[src/rtl/spi_pot_pkg.sv]
package spi_pot_pkg;

    localparam int BYTE_W      = 8;
    localparam int FRAME_BYTES = 3;
    localparam int FRAME_BITS  = BYTE_W * FRAME_BYTES;
    localparam int CNT_SAT     = FRAME_BITS + 1;
    localparam int CNT_W       = $clog2(CNT_SAT + 1);

    localparam logic [BYTE_W-1:0] SIG_BYTE = 8'h50;
    localparam logic [3:0] OPC_READ  = 4'b1011;
    localparam logic [3:0] OPC_WRITE = 4'b1100;
    localparam logic [1:0] PTR_WIPER = 2'b00;
    localparam logic [1:0] PTR_CTRL  = 2'b10;

    typedef enum logic [1:0] {
        CMD_NONE = 2'd0,
        CMD_RD   = 2'd1,
        CMD_WR   = 2'd2
    } cmd_e;

    function automatic cmd_e decode_hdr(input logic [BYTE_W-1:0] hdr);
        cmd_e c;
        c = CMD_NONE;
        if (hdr[3:2] == 2'b00 && (hdr[1:0] == PTR_WIPER || hdr[1:0] == PTR_CTRL)) begin
            if (hdr[7:4] == OPC_READ)       c = CMD_RD;
            else if (hdr[7:4] == OPC_WRITE) c = CMD_WR;
        end
        return c;
    endfunction

endpackage

[src/rtl/spi_pot_sync.sv]
module spi_pot_sync #(
    parameter int STAGES = 2,
    parameter int WIDTH  = 3
) (
    input  logic             clk,
    input  logic             rst_n,
    input  logic [WIDTH-1:0] din,
    output logic [WIDTH-1:0] dout
);
    for (genvar i = 0; i < WIDTH; i++) begin : g_bit
        logic [STAGES-1:0] chain_d;
        logic [STAGES-1:0] chain_q;

        always_comb begin
            chain_d = {chain_q[STAGES-2:0], din[i]};
        end

        always_ff @(posedge clk or negedge rst_n) begin
            if (!rst_n) chain_q <= '0;
            else        chain_q <= chain_d;
        end

        assign dout[i] = chain_q[STAGES-1];
    end
endmodule

[src/rtl/spi_pot_frame.sv]
module spi_pot_frame
    import spi_pot_pkg::*;
(
    input  logic              clk,
    input  logic              rst_n,
    input  logic              sck_s,
    input  logic              csn_s,
    input  logic              sdi_s,
    output logic              cs_act,
    output logic              sck_fall,
    output logic              rd_load,
    output logic [1:0]        rd_ptr,
    output logic [CNT_W-1:0]  bit_cnt,
    output logic              wr_stb,
    output logic [1:0]        wr_ptr,
    output logic [BYTE_W-1:0] wr_data
);
    localparam logic [CNT_W-1:0] CNT_SIG_LAST = CNT_W'(BYTE_W - 1);
    localparam logic [CNT_W-1:0] CNT_HDR_LAST = CNT_W'(2 * BYTE_W - 1);
    localparam logic [CNT_W-1:0] CNT_FULL     = CNT_W'(FRAME_BITS);
    localparam logic [CNT_W-1:0] CNT_TOP      = CNT_W'(CNT_SAT);
    localparam logic [CNT_W-1:0] CNT_RDSTART  = CNT_W'(2 * BYTE_W);

    typedef struct packed {
        logic              sck_prev;
        logic              csn_prev;
        logic              armed;
        logic [CNT_W-1:0]  cnt;
        logic [BYTE_W-1:0] sh;
        logic              sig_ok;
        cmd_e              cmd;
        logic [1:0]        ptr;
        logic              rd_load;
        logic              sck_fall;
        logic              wr_stb;
        logic [1:0]        wr_ptr;
        logic [BYTE_W-1:0] wr_data;
    } frame_t;

    frame_t fr_d, fr_q;

    always_comb begin
        logic              sck_rise;
        logic              sck_drop;
        logic              cs_rise;
        logic              cs_fall;
        logic [BYTE_W-1:0] sh_n;
        cmd_e              cmd_n;

        sck_rise = sck_s & ~fr_q.sck_prev;
        sck_drop = ~sck_s & fr_q.sck_prev;
        cs_rise  = csn_s & ~fr_q.csn_prev;
        cs_fall  = ~csn_s & fr_q.csn_prev;
        sh_n     = {fr_q.sh[BYTE_W-2:0], sdi_s};
        cmd_n    = decode_hdr(sh_n);

        fr_d          = fr_q;
        fr_d.sck_prev = sck_s;
        fr_d.csn_prev = csn_s;
        fr_d.rd_load  = 1'b0;
        fr_d.sck_fall = 1'b0;
        fr_d.wr_stb   = 1'b0;

        if (cs_rise) begin
            if (fr_q.armed && fr_q.cnt == CNT_FULL && fr_q.sig_ok && fr_q.cmd == CMD_WR) begin
                fr_d.wr_stb  = 1'b1;
                fr_d.wr_ptr  = fr_q.ptr;
                fr_d.wr_data = fr_q.sh;
            end
            fr_d.armed  = 1'b0;
            fr_d.cnt    = '0;
            fr_d.sig_ok = 1'b0;
            fr_d.cmd    = CMD_NONE;
        end else if (cs_fall) begin
            fr_d.armed  = 1'b1;
            fr_d.cnt    = '0;
            fr_d.sig_ok = 1'b0;
            fr_d.cmd    = CMD_NONE;
        end else if (fr_q.armed && !csn_s) begin
            if (sck_rise) begin
                fr_d.sh = sh_n;
                if (fr_q.cnt != CNT_TOP) fr_d.cnt = fr_q.cnt + 1'b1;
                if (fr_q.cnt == CNT_SIG_LAST) fr_d.sig_ok = (sh_n == SIG_BYTE);
                if (fr_q.cnt == CNT_HDR_LAST) begin
                    fr_d.cmd     = fr_q.sig_ok ? cmd_n : CMD_NONE;
                    fr_d.ptr     = sh_n[1:0];
                    fr_d.rd_load = fr_q.sig_ok && (cmd_n == CMD_RD);
                end
            end
            fr_d.sck_fall = sck_drop;
        end
    end

    always_ff @(posedge clk or negedge rst_n) begin
        if (!rst_n) begin
            fr_q          <= '0;
            fr_q.cmd      <= CMD_NONE;
        end else begin
            fr_q <= fr_d;
        end
    end

    assign cs_act   = fr_q.armed;
    assign sck_fall = fr_q.sck_fall;
    assign rd_load  = fr_q.rd_load;
    assign rd_ptr   = fr_q.ptr;
    assign bit_cnt  = fr_q.cnt;
    assign wr_stb   = fr_q.wr_stb;
    assign wr_ptr   = fr_q.wr_ptr;
    assign wr_data  = fr_q.wr_data;

    assert_strobe_pulse_R5: assert property (@(posedge clk) disable iff (!rst_n)
        wr_stb |=> !wr_stb);
    assert_strobe_after_frame_R5: assert property (@(posedge clk) disable iff (!rst_n)
        wr_stb |-> !cs_act);
    assert_cnt_bound_R6: assert property (@(posedge clk) disable iff (!rst_n)
        bit_cnt <= CNT_TOP);
    assert_idle_cnt_R9: assert property (@(posedge clk) disable iff (!rst_n)
        !cs_act |-> bit_cnt == '0);
    assert_rdload_point_R7: assert property (@(posedge clk) disable iff (!rst_n)
        rd_load |-> (cs_act && bit_cnt == CNT_RDSTART));
endmodule

[src/rtl/spi_pot_sdo.sv]
module spi_pot_sdo
    import spi_pot_pkg::*;
(
    input  logic              clk,
    input  logic              rst_n,
    input  logic              cs_act,
    input  logic              sck_fall,
    input  logic              rd_load,
    input  logic [1:0]        rd_ptr,
    input  logic [BYTE_W-1:0] rd_data,
    input  logic [CNT_W-1:0]  bit_cnt,
    output logic              sdo_o,
    output logic              sdo_oe
);
    localparam logic [CNT_W-1:0] CNT_RDSTART = CNT_W'(2 * BYTE_W);
    localparam logic [CNT_W-1:0] CNT_FULL    = CNT_W'(FRAME_BITS);

    typedef struct packed {
        logic [BYTE_W-1:0] shadow;
        logic              active;
        logic              bit_out;
        logic              oe;
    } sdo_t;

    sdo_t so_d, so_q;

    always_comb begin
        so_d = so_q;
        if (!cs_act) begin
            so_d.active  = 1'b0;
            so_d.oe      = 1'b0;
            so_d.bit_out = 1'b1;
        end else if (rd_load) begin
            so_d.shadow = (rd_ptr == PTR_WIPER) ? {1'b0, rd_data[BYTE_W-2:0]} : rd_data;
            so_d.active = 1'b1;
        end else if (sck_fall && so_q.active) begin
            if (bit_cnt >= CNT_RDSTART && bit_cnt < CNT_FULL) begin
                so_d.bit_out = so_q.shadow[BYTE_W-1];
                so_d.oe      = ~so_q.shadow[BYTE_W-1];
                so_d.shadow  = {so_q.shadow[BYTE_W-2:0], 1'b0};
            end else if (bit_cnt >= CNT_FULL) begin
                so_d.active  = 1'b0;
                so_d.oe      = 1'b0;
                so_d.bit_out = 1'b1;
            end
        end
    end

    always_ff @(posedge clk or negedge rst_n) begin
        if (!rst_n) begin
            so_q         <= '0;
            so_q.bit_out <= 1'b1;
        end else begin
            so_q <= so_d;
        end
    end

    assign sdo_o  = so_q.bit_out;
    assign sdo_oe = so_q.oe;

    assert_od_low_only_R7: assert property (@(posedge clk) disable iff (!rst_n)
        sdo_oe |-> !sdo_o);
    assert_release_idle_R9: assert property (@(posedge clk) disable iff (!rst_n)
        !cs_act |=> !sdo_oe);
    assert_drive_in_phase_R7: assert property (@(posedge clk) disable iff (!rst_n)
        sdo_oe |-> (bit_cnt >= CNT_RDSTART));
endmodule

[src/rtl/spi_pot_slave.sv]
module spi_pot_slave
    import spi_pot_pkg::*;
#(
    parameter int SYNC_STAGES = 2
) (
    input  logic              clk,
    input  logic              rst_n,
    input  logic              spi_sck,
    input  logic              spi_csn,
    input  logic              spi_sdi,
    output logic              spi_sdo_o,
    output logic              spi_sdo_oe,
    output logic              reg_wr_stb,
    output logic [1:0]        reg_wr_ptr,
    output logic [BYTE_W-1:0] reg_wr_data,
    output logic [1:0]        reg_rd_ptr,
    input  logic [BYTE_W-1:0] reg_rd_data
);
    logic [2:0]       pins_s;
    logic             cs_act;
    logic             sck_fall;
    logic             rd_load;
    logic [CNT_W-1:0] bit_cnt;

    spi_pot_sync #(.STAGES(SYNC_STAGES), .WIDTH(3)) u_sync (
        .clk   (clk),
        .rst_n (rst_n),
        .din   ({spi_sck, spi_csn, spi_sdi}),
        .dout  (pins_s)
    );

    spi_pot_frame u_frame (
        .clk      (clk),
        .rst_n    (rst_n),
        .sck_s    (pins_s[2]),
        .csn_s    (pins_s[1]),
        .sdi_s    (pins_s[0]),
        .cs_act   (cs_act),
        .sck_fall (sck_fall),
        .rd_load  (rd_load),
        .rd_ptr   (reg_rd_ptr),
        .bit_cnt  (bit_cnt),
        .wr_stb   (reg_wr_stb),
        .wr_ptr   (reg_wr_ptr),
        .wr_data  (reg_wr_data)
    );

    spi_pot_sdo u_sdo (
        .clk      (clk),
        .rst_n    (rst_n),
        .cs_act   (cs_act),
        .sck_fall (sck_fall),
        .rd_load  (rd_load),
        .rd_ptr   (reg_rd_ptr),
        .rd_data  (reg_rd_data),
        .bit_cnt  (bit_cnt),
        .sdo_o    (spi_sdo_o),
        .sdo_oe   (spi_sdo_oe)
    );
endmodule

[config.mk]
export PLATFORM = sky130hd
export DESIGN_NAME = spi_pot_slave
export DESIGN_NICKNAME = d
export VERILOG_FILES = /design/src/rtl/spi_pot_pkg.sv /design/src/rtl/spi_pot_sync.sv /design/src/rtl/spi_pot_frame.sv /design/src/rtl/spi_pot_sdo.sv /design/src/rtl/spi_pot_slave.sv
export SDC_FILE = /design/constraint.sdc
export NUM_CORES = 1
export LEC_CHECK = 0
export CORE_ASPECT_RATIO = 0.8
export CORE_MARGIN = 1
export CORE_UTILIZATION = 50
export CTS_CLUSTER_SIZE = 40
export DETAILED_ROUTE_END_ITERATION = 8
export GPL_ROUTABILITY_DRIVEN = 0
export PLACE_DENSITY = 0.73
export SLEW_MARGIN = 20
export SYNTH_ARGS = -nofsm -noshare
export SYNTH_HDL_FRONTEND = slang
export SYNTH_SLANG_ARGS = --single-unit
[constraint.sdc]
create_clock -name clk -period 2 [get_ports clk]
set_clock_uncertainty 0.15 [all_clocks]
set_input_delay 0.5 -clock clk [delete_from_list [all_inputs] [get_ports clk]]
set_output_delay 0.5 -clock clk [all_outputs]
set_load 0.01 [all_outputs]
==> run summary, run 1 <==
CP max FO: 5
layout cells sized above 1: 0.243
worst-skew pair later-pin latency: 0.30 ns
DRC violations left: 0
sequential area share after synthesis: 0.554
top-count cell post-synth: dfrtp_1
Crit path arrival time: 1.98 ns
RSZ-0062 raised after global routing: no
routed length per instance: 15.0 um
Die ar.: 0.00489 sq mm
Sw Ratio: 0.218
most used flip-flop cell after synthesis: dfrtp_1
overall power: 2.14 mW
ant diodes: 0
Total Wirelength: 4.12 mm
1st-iter DRT viols: 95
Synth Instances: 191
core area: 0.00431 sq mm
Slew Limit Headroom: 0.691
synthesized cell area: 0.00231 sq mm
setup TNS: 0 ns
DIE HEIGHT: 62.7 um
via/cell ratio: 5.50
worst path required time: 2.03 ns
power density cells: 776 mW/mm^2
first-pass GRT wire length: 7.18 mm
GRT Util Overall: 0.188
Comb power frac: 0.086
P_int: 1.67 mW
synth cell count leaders: dfrtp_1 (50), mux2_2 (24), buf_4 (12)
Max-Cap Viols: 0
worst slew pin tran: 0.464 ns
switching power: 467 uW
CTS H-tree lvls: 2
post-route ant nets: 0
cts bufs inserted: 5
IO Port Bufs: 27
final hold vios: 0
CTS Buffer Depth: 2
dpl ws: 0.0364 ns
startpoint types: flop
CTS sink cnt: 51
outcome: finished clean
HP Class: reg2reg
initial antenna violation count: 0
Layout fillers: 323
Distinct cells, synth: 38
Net Count, Synth: 210
Seq pwr share: 0.529
FP Rows: 21
Slew Viols, Final: 0
leading area contributor after synthesis: dfrtp_1
synthesized flop and latch total: 51
Post-synth EDFFs: 0
share of the synthesized area in the top cell type: 0.543
Initial Utilization: 0.535
min cycle time layout: 1.95 ns
final global-route overflow total: 0
TritonCTS clock tree: built
Final Cycle Share: 0.975
Final Net Count: 236
root buffer cell: clkbuf_8
width of the die: 77.9 um
Leak: 1.19 nW
final worst-path setup slack: 0.0501 ns
crit end category: flop
fmax: 0.513 GHz
top cells by area, synth: dfrtp_1 (54%), mux2_2 (12%), buf_4 (3.9%)
DPL Wire Length: 2.99 mm
1st-pass router iterations: 4
maximum resistive drop on vdd: 0.000560 V
clock-pin slew on the worst setup and hold paths: 0.09 ns
vias in the first global route: 1576
WS Path Type: reg2reg
via count: 1513
# IOs: 28
Post-synth ARST share: 1.00
largest net degree at the start of global routing: 34
clock network power share: 0.385
synth warn: 0
Area growth syn-to-layout: 19.5%
Post-Syn Area per Cell: 12.1 sq um
final setup fails: 0
==> sequential cells by signal, summed over array words and instances, names as in the netlist <==
register              cells
u_sdo.so_q                9
u_sdo.sdo_oe              1
u_frame.wr_stb            1
u_frame.fr_q             13
u_frame.sck_fall          1
u_frame.rd_load           1
u_frame.cs_act            1
u_frame.wr_ptr            2
u_sync.g_bit.chain_q      6
u_frame.wr_data           8
u_frame.rd_ptr            2
u_sdo.sdo_o               1
u_frame.bit_cnt           5
==> per-stage QoR <==
step           instances  cell area, sq um  hold slack (ns)   util
2_1_floorplan        191              2310           0.0544      -
6_report             275              2760            0.204  0.640
3_5_place_dp         266              2600            0.185  0.603
3_3_place_gp         266              2600            0.185  0.603
4_1_cts              275              2740            0.205  0.636
5_1_grt              275              2760            0.222  0.640
==> power groups by stage <==
stage	clock [mW]	combinational, mW	sequential, mW
CTS	0.841	0.184	1.13
global placement	0	0.172	1.14
detailed placement	0	0.180	1.15
global route	0.879	0.203	1.14
floorplan	0	0.102	1.13
finish	0.824	0.184	1.13
==> kinds of logic after synthesis <==
logic type	after synthesis	synth area share
muxes	27	0.130
AOI/OAI and AO/OA	28	0.0808
buffers and inverters	23	0.0575
DFF	51	0.554
adders and majority gates	6	0.0326
xor gates and xnor gates	1	0.00380
and+or+nand+nor	55	0.141
==> cells in the final DEF (no fill, tap or decap), types with 2 or more instances in the layout <==
master	instances
nand2_1	6
clkdlybuf4s50_1	25
clkbuf_8	5
o31ai_1	6
mux2_2	24
nand2b_1	9
dfrtp_1	49
nor4_1	2
inv_1	8
o31ai_2	2
nand3b_1	2
mux2i_1	3
nor2_2	2
nand4_1	4
nor3_1	3
bufinv_16	2
nor2_1	10
buf_4	5
nand3_1	5
and4b_1	2
o21ai_0	5
a21oi_1	10
ha_1	5
==> path summary, 6_finish.rpt <==
check,startpoint,to,slack (ns),cells after the start
min in group asynchronous,rst_n,u_frame.bit_cnt[4]$_DFFE_PN0P_,0.53,2
setup / recovery,u_sync.g_bit[1].chain_q[1]$_DFF_PN0_,u_frame.bit_cnt[0]$_DFFE_PN0P_,0.05,6
hold reg to reg,u_sync.g_bit[0].chain_q[0]$_DFF_PN0_,u_sync.g_bit[0].chain_q[1]$_DFF_PN0_,0.20,0
setup reg to reg,u_sync.g_bit[1].chain_q[1]$_DFF_PN0_,u_frame.bit_cnt[0]$_DFFE_PN0P_,0.05,6
hold / removal,u_sync.g_bit[0].chain_q[0]$_DFF_PN0_,u_sync.g_bit[0].chain_q[1]$_DFF_PN0_,0.20,0
max in group asynchronous,rst_n,u_frame.rd_load$_DFF_PN0_,0.65,3
==> final cells by class <==
cell class	instances	area, sq um	share of cell area
Inverter	8	30.0	0.0109
Tap cell	57	71.3	0.0259
Clock inverter	2	60.1	0.0218
Multi-Input combinational cell	117	912	0.331
Timing Repair Buffer	34	332	0.120
Clock buffer	6	72.6	0.0263
Sequential cell	51	1280	0.464
==> critical path, stage by stage, from the launching register on <==
cell     delay [ns]
dfrtp_1        0.41
inv_1          0.06
ha_1           0.20
or2_2          0.34
nor3_1         0.26
nor2_2         0.13
mux2_2         0.29
==> per-layer routing <==
layer / global-route usage / wire length [um] / part of all wire / up-vias
li1: - / - / - / 721
met1: 0.257 / 1950 / 0.47 / 745
met2: 0.305 / 1930 / 0.47 / 41
met3: 0.0380 / 217 / 0.053 / 6
met4: 0.0579 / 28 / 0.0068 / 0
met5: 0 / 0 / 0 / -
==> repair_timing <==
action	4_1_cts	5_1_grt
gates resized for setup	1	5
pin swaps	0	0
hold endpoints to repair	1	0
gates cloned	0	0
setup endpoints to repair	1	5
hold buffers	1	0
setup buffers	0	0
(Power assumes the default switching activity.)
==> run 2, diff against run 1 <==
Settings changed: TNS_END_PERCENT from default to 10.
Clock period 2 ns to 2.5 ns, I/O delays scaled along.
==> run 2 against run 1 <==
Net effect: final area decreased by 3.1%; hold slack got worse by 0.058 ns; global-route usage increased by 0.15 points; critical path depth decreased by 5; total power decreased by 30%; first-iteration DRC count decreased by 44%; non-clock buffer count decreased by 3; setup slack improved by 0.31 ns; critical path type is now reg2out; critical endpoint is now spi_sdo_o; largest power group unchanged; highest routed layer unchanged.
==> run summary, run 2 (synthesis gave the netlist of run 1 again) <==
outcome: finished clean (unchanged)
crit end category: primary output (was flop)
P_int: 1.13 mW (was 1.67 mW)
startpoint types: flop (unchanged)
worst-skew pair later-pin latency: 0.30 ns (about the same)
1st-pass router iterations: 4 (unchanged)
Largest Register: u_frame.fr_q (unchanged)
Slew Limit Headroom: 0.724 (was 0.691)
CP max stage cell: dfstp_2 (was dfrtp_1)
cts bufs inserted: 5 (unchanged)
CP max FO: 2 (was 5)
most frequent cells in the layout: dfrtp_1 (50), clkdlybuf4s50_1 (26), mux2_2 (24) (was dfrtp_1 (49), clkdlybuf4s50_1 (25), mux2_2 (24))
Sw Ratio: 0.245 (was 0.218)
final global-route overflow total: 0 (unchanged)
Seq pwr share: 0.604 (was 0.529)
maximum resistive drop on vdd: 0.000400 V (was 0.000560 V)
post-route ant nets: 0 (unchanged)
IO Port Bufs: 27 (unchanged)
post-placement cell area: 0.00258 sq mm (was 0.00260 sq mm)
clock network power share: 0.305 (was 0.385)
root buffer cell: clkbuf_8 (unchanged)
leading cell type in the layout, fill and taps excluded: dfrtp_1 (unchanged)
# IOs: 28 (unchanged)
via/cell ratio: 5.44 (was 5.50)
max FFs per register: 13 (unchanged)
final setup fails: 0 (unchanged)
Area growth syn-to-layout: 15.8% (was 19.5%)
layout cells sized above 1: 0.219 (was 0.243)
width of the die: 77.9 um (unchanged)
Slew Viols, Final: 0 (unchanged)
worst path required time: 1.73 ns (was 2.03 ns)
RSZ-0062 raised after global routing: no (unchanged)
DIE HEIGHT: 62.7 um (unchanged)
WP buf/inv: 1 (unchanged)
DRC violations left: 0 (unchanged)
post-CTS sizing: 0 (was 1)
Final Net Count: 233 (was 236)
TritonCTS clock tree: built (unchanged)
FP Rows: 21 (unchanged)
first-pass GRT wire length: 7.20 mm (was 7.18 mm)
clock-pin slew on the worst setup and hold paths: 0.08 ns (was 0.09 ns)
core area: 0.00431 sq mm (unchanged)
WS Path Type: reg2out (was reg2reg)
power density cells: 559 mW/mm^2 (was 776 mW/mm^2)
crit-path cells: clkdlybuf4s50_1 (was inv_1, ha_1, or2_2, nor3_1, nor2_2, mux2_2)
via count: 1481 (was 1513)
Crit path max-delay family: flip-flops (was simple AND/OR/NAND/NOR gates)
setup TNS: 0 ns (unchanged)
DPL Wire Length: 2.91 mm (was 2.99 mm)
final hold vios: 0 (unchanged)
Initial Utilization: 0.535 (unchanged)
Die ar.: 0.00489 sq mm (unchanged)
initial antenna violation count: 0 (unchanged)
1st-iter DRT viols: 53 (was 95)
CTS Hold Bufs: 0 (was 1)
CP peak stage delay: 0.54 ns (was 0.41 ns)
CTS Buffer Depth: 2 (unchanged)
worst slew pin tran: 0.412 ns (was 0.464 ns)
HP Class: in2async (was reg2reg)
Leak: 1.16 nW (was 1.19 nW)
GRT Util Overall: 0.190 (was 0.188)
switching power: 366 uW (was 467 uW)
Crit path arrival time: 1.37 ns (was 1.98 ns)
Comb power frac: 0.091 (was 0.086)
CTS H-tree lvls: 2 (unchanged)
vias in the first global route: 1547 (was 1576)
ant diodes: 0 (unchanged)
Total Wirelength: 4.08 mm (was 4.12 mm)
routed length per instance: 15.0 um (about the same)
min cycle time layout: 2.14 ns
Final Instance Area: 0.00267 sq mm (was 0.00276 sq mm)
CTS sink cnt: 51 (unchanged)
fmax: 0.467 GHz
largest net degree at the start of global routing: 52 (was 34)
Final Cycle Share: 0.857
setup bufs post-CTS: 0 (unchanged)
Max-Cap Viols: 0 (unchanged)
run 2: power by group through the flow:
stage	registers [mW]	logic (mW)	clock network, mW
5_1_grt	0.910	0.150	0.516
2_1_floorplan	0.904	0.0816	0
3_5_place_dp	0.919	0.137	0
6_report	0.901	0.136	0.456
3_3_place_gp	0.916	0.132	0
4_1_cts	0.902	0.137	0.471
run 2: worst paths after layout:
path / start / depth (start not counted) / slack [ns] / end
max: u_sdo.sdo_o$_DFFE_PN1P_ / 1 / 0.36 / spi_sdo_o
min: rst_n / 2 / 0.15 / u_frame.fr_q[33]$_DFF_PN0_
max reg2reg: u_sync.g_bit[1].chain_q[1]$_DFF_PN0_ / 4 / 0.52 / u_frame.bit_cnt[4]$_DFFE_PN0P_
min reg2reg: u_sync.g_bit[1].chain_q[0]$_DFF_PN0_ / 0 / 0.20 / u_sync.g_bit[1].chain_q[1]$_DFF_PN0_
max in group asynchronous: rst_n / 2 / 1.79 / u_sdo.sdo_o$_DFFE_PN1P_
min in group clk: u_sync.g_bit[1].chain_q[0]$_DFF_PN0_ / 0 / 0.20 / u_sync.g_bit[1].chain_q[1]$_DFF_PN0_
run 2: final cells by class:
cell class	count	area (sq um)
tap	57	71.3
timing repair buffer	31	308
multi-input combinational	117	896
clock inverter	3	20.0
fill	342	1640
clock buffer	5	68.8
sequential	51	1280
inverter	8	30.0
run 2: per-stage QoR:
stage	utilization	total power, mW	hold WS (ns)	setup slack [ns]	std cells
after floorplan	-	0.986	0.179	0.725	191
after global placement	0.599	1.05	0.184	0.656	264
after global routing	0.620	1.58	0.161	0.308	272
final	0.620	1.49	0.146	0.356	272
after detailed placement	0.599	1.06	0.185	0.547	264
after CTS	0.620	1.51	0.151	0.344	272
run 2: routing by layer:
metal  GRT usage  share of wire  vias up
met2       0.325           0.49       35
met3      0.0584          0.043        2
li1            -              -      712
met5           0              0        -
met1       0.243           0.47      732
met4      0.0278         0.0015        0
==> run 3, diff against run 2 <==
Settings changed: ABC_AREA from default to 1, PLACE_DENSITY 0.73 to 0.72.
==> run 3 against run 2 <==
Net effect: combinational power is 25% higher; setup slack gained 0.011 ns; sequential power down 0.8%; critical path type unchanged; largest cell class unchanged; critical path depth unchanged; cell count increased by 27%; routed wire length down 6.4%; largest power group unchanged; core utilization fell by 3.0 points.
==> run summary, run 3 <==
outcome: finished clean (unchanged)
most frequent cells in the layout: nand2_1 (67), dfrtp_1 (50), inv_1 (27) (was dfrtp_1 (50), clkdlybuf4s50_1 (26), mux2_2 (24))
Slew Viols, Final: 0 (unchanged)
post-CTS sizing: 0 (unchanged)
worst path required time: 1.73 ns (about the same)
Final Net Count: 304 (was 233)
worst slew pin tran: 0.545 ns (was 0.412 ns)
synthesized flop and latch total: 51 (unchanged)
CTS H-tree lvls: 2 (unchanged)
RSZ-0062 raised after global routing: no (unchanged)
via count: 1667 (was 1481)
HP Class: in2async (unchanged)
CTS sink cnt: 51 (unchanged)
most used flip-flop cell after synthesis: dfrtp_1 (unchanged)
synth warn: 0 (unchanged)
final hold vios: 0 (unchanged)
Initial Utilization: 0.522 (was 0.535)
WP buf/inv: 1 (unchanged)
GRT Util Overall: 0.170 (was 0.190)
sequential area share after synthesis: 0.532 (was 0.554)
root buffer cell: clkbuf_8 (unchanged)
CP peak stage delay: 0.54 ns (about the same)
# IOs: 28 (unchanged)
DRC violations left: 0 (unchanged)
Post-synth EDFFs: 0 (unchanged)
clock-pin slew on the worst setup and hold paths: 0.09 ns (was 0.08 ns)
setup TNS: 0 ns (unchanged)
share of the core filled with cells: 0.590 (was 0.620)
crit-path cells: clkdlybuf4s50_1 (unchanged)
Synth Instances: 267 (was 191)
top-count cell post-synth: nand2_1 (was dfrtp_1)
dpl ws: 0.694 ns (was 0.547 ns)
synthesized cell area: 0.00240 sq mm (was 0.00231 sq mm)
IO Port Bufs: 27 (unchanged)
leading cell type in the layout, fill and taps excluded: nand2_1 (was dfrtp_1)
Crit path arrival time: 1.36 ns (was 1.37 ns)
CTS Buffer Depth: 2 (unchanged)
Finished Layout Cells: 346 (was 272)
post-route ant nets: 0 (unchanged)
top cells by area, synth: dfrtp_1 (52%), nand2_1 (10%), o21ai_1 (4.4%) (was dfrtp_1 (54%), mux2_2 (12%), buf_4 (3.9%))
startpoint types: flop (unchanged)
DPL Wire Length: 2.80 mm (was 2.91 mm)
ant diodes: 0 (unchanged)
Largest Register: u_frame.fr_q (unchanged)
Crit path max-delay family: flip-flops (unchanged)
final setup fails: 0 (unchanged)
leading area contributor after synthesis: dfrtp_1 (unchanged)
1st-iter DRT viols: 99 (was 53)
Post-synth ARST share: 1.00 (unchanged)
FP Rows: 22 (was 21)
Total Wirelength: 3.82 mm (was 4.08 mm)
min cycle time layout: 2.13 ns (was 2.14 ns)
CTS Hold Bufs: 0 (unchanged)
Max-Cap Viols: 0 (unchanged)
Post-Syn Area per Cell: 8.99 sq um (was 12.1 sq um)
worst-skew pair later-pin latency: 0.30 ns (about the same)
DP Cell Count: 338 (was 264)
Area growth syn-to-layout: 13.0% (was 15.8%)
layout cells sized above 1: 0.140 (was 0.219)
CP max stage cell: dfstp_2 (unchanged)
power density cells: 559 mW/mm^2 (about the same)
Leak: 1.28 nW (was 1.16 nW)
Die ar.: 0.00508 sq mm (was 0.00489 sq mm)
share of the synthesized area in the top cell type: 0.521 (was 0.543)
Distinct cells, synth: 27 (was 38)
synth cell count leaders: nand2_1 (67), dfrtp_1 (50), inv_1 (27) (was dfrtp_1 (50), mux2_2 (24), buf_4 (12))
overall power: 1.52 mW (was 1.49 mW)
TritonCTS clock tree: built (unchanged)
maximum resistive drop on vdd: 0.000413 V (was 0.000400 V)
vias in the first global route: 1511 (was 1547)
Slew Limit Headroom: 0.637 (was 0.724)
core area: 0.00460 sq mm (was 0.00431 sq mm)
final global-route overflow total: 0 (unchanged)
Final Cycle Share: 0.853 (was 0.857)
via/cell ratio: 4.82 (was 5.44)
1st-pass router iterations: 4 (unchanged)
DIE HEIGHT: 64.0 um (was 62.7 um)
largest net degree at the start of global routing: 29 (was 52)
routed length per instance: 11.0 um (was 15.0 um)
first-pass GRT wire length: 6.76 mm (was 7.20 mm)
WS Path Type: reg2out (unchanged)
final worst-path setup slack: 0.367 ns (was 0.356 ns)
Net Count, Synth: 286 (was 210)
CP max FO: 2 (unchanged)
fmax: 0.469 GHz (was 0.467 GHz)
width of the die: 79.5 um (was 77.9 um)
cts bufs inserted: 5 (unchanged)
setup bufs post-CTS: 0 (unchanged)
crit end category: primary output (unchanged)
max FFs per register: 13 (unchanged)
initial antenna violation count: 0 (unchanged)
## run 3: cell families after synthesis
logic type | count (synthesis) | synth area share
AO/OA/AOI/OAI | 44 | 0.104
adder cells (fa/ha/maj) | 6 | 0.0313
AND/OR/NAND/NOR | 111 | 0.215
XOR/XNOR | 1 | 0.00365
flip-flops | 51 | 0.532
buffers and inverters | 54 | 0.114
## run 3: layer usage
layer  wire (um)  global-route usage  up-vias
met1        2020               0.246      762
met5           0                   0        -
li1            -                   -      868
met4          24              0.0409        0
met2        1610               0.256       35
met3         164              0.0443        2
## run 3: area by class of cell
| cell class | count | area, sq um |
|---|---|---|
| Timing Repair Buffer | 28 | 285 |
| Clock buffer | 6 | 72.6 |
| Multi-Input combinational cell | 162 | 848 |
| Inverter | 37 | 139 |
| Fill cell | 406 | 1890 |
| Tap cell | 60 | 75.1 |
| Clock inverter | 2 | 13.8 |
| Sequential cell | 51 | 1280 |
## run 3: worst register-to-register path, stage by stage, from the launching register on
cell	delay, ns
dfrtp_1	0.39
inv_2	0.05
ha_1	0.20
nor2_2	0.27
inv_1	0.15
nor2_1	0.21
nand3_1	0.10
o21ai_1	0.08
## run 3: path summary, 6_finish.rpt
path,from,end,slack [ns],cells past startpoint
worst max-delay path,u_sdo.sdo_o$_DFFE_PN1P_,spi_sdo_o,0.37,1
worst min-delay path,rst_n,u_frame.wr_stb$_DFF_PN0_,0.15,1
worst max register to register,u_sync.g_bit[1].chain_q[1]$_DFF_PN0_,u_frame.bit_cnt[1]$_DFFE_PN0P_,0.83,7
worst min register to register,u_sync.g_bit[2].chain_q[0]$_DFF_PN0_,u_sync.g_bit[2].chain_q[1]$_DFF_PN0_,0.20,0
max in group asynchronous,rst_n,u_frame.fr_q[33]$_DFF_PN0_,1.51,2
min in group clk,u_sync.g_bit[2].chain_q[0]$_DFF_PN0_,u_sync.g_bit[2].chain_q[1]$_DFF_PN0_,0.20,0
## run 3: stage by stage
step                      hold slack (ns)  area, sq um
after floorplan                     0.179         2400
after global placement              0.183         2630
after detailed placement            0.185         2630
after CTS                           0.166         2710
after global routing                0.178         2710
final                               0.149         2710
## run 3: power breakdown
part           internal [mW]  total [mW]  switching [mW]
sequential             0.865       0.894          0.0291
combinational         0.0670       0.170           0.103
clock                  0.198       0.451           0.253
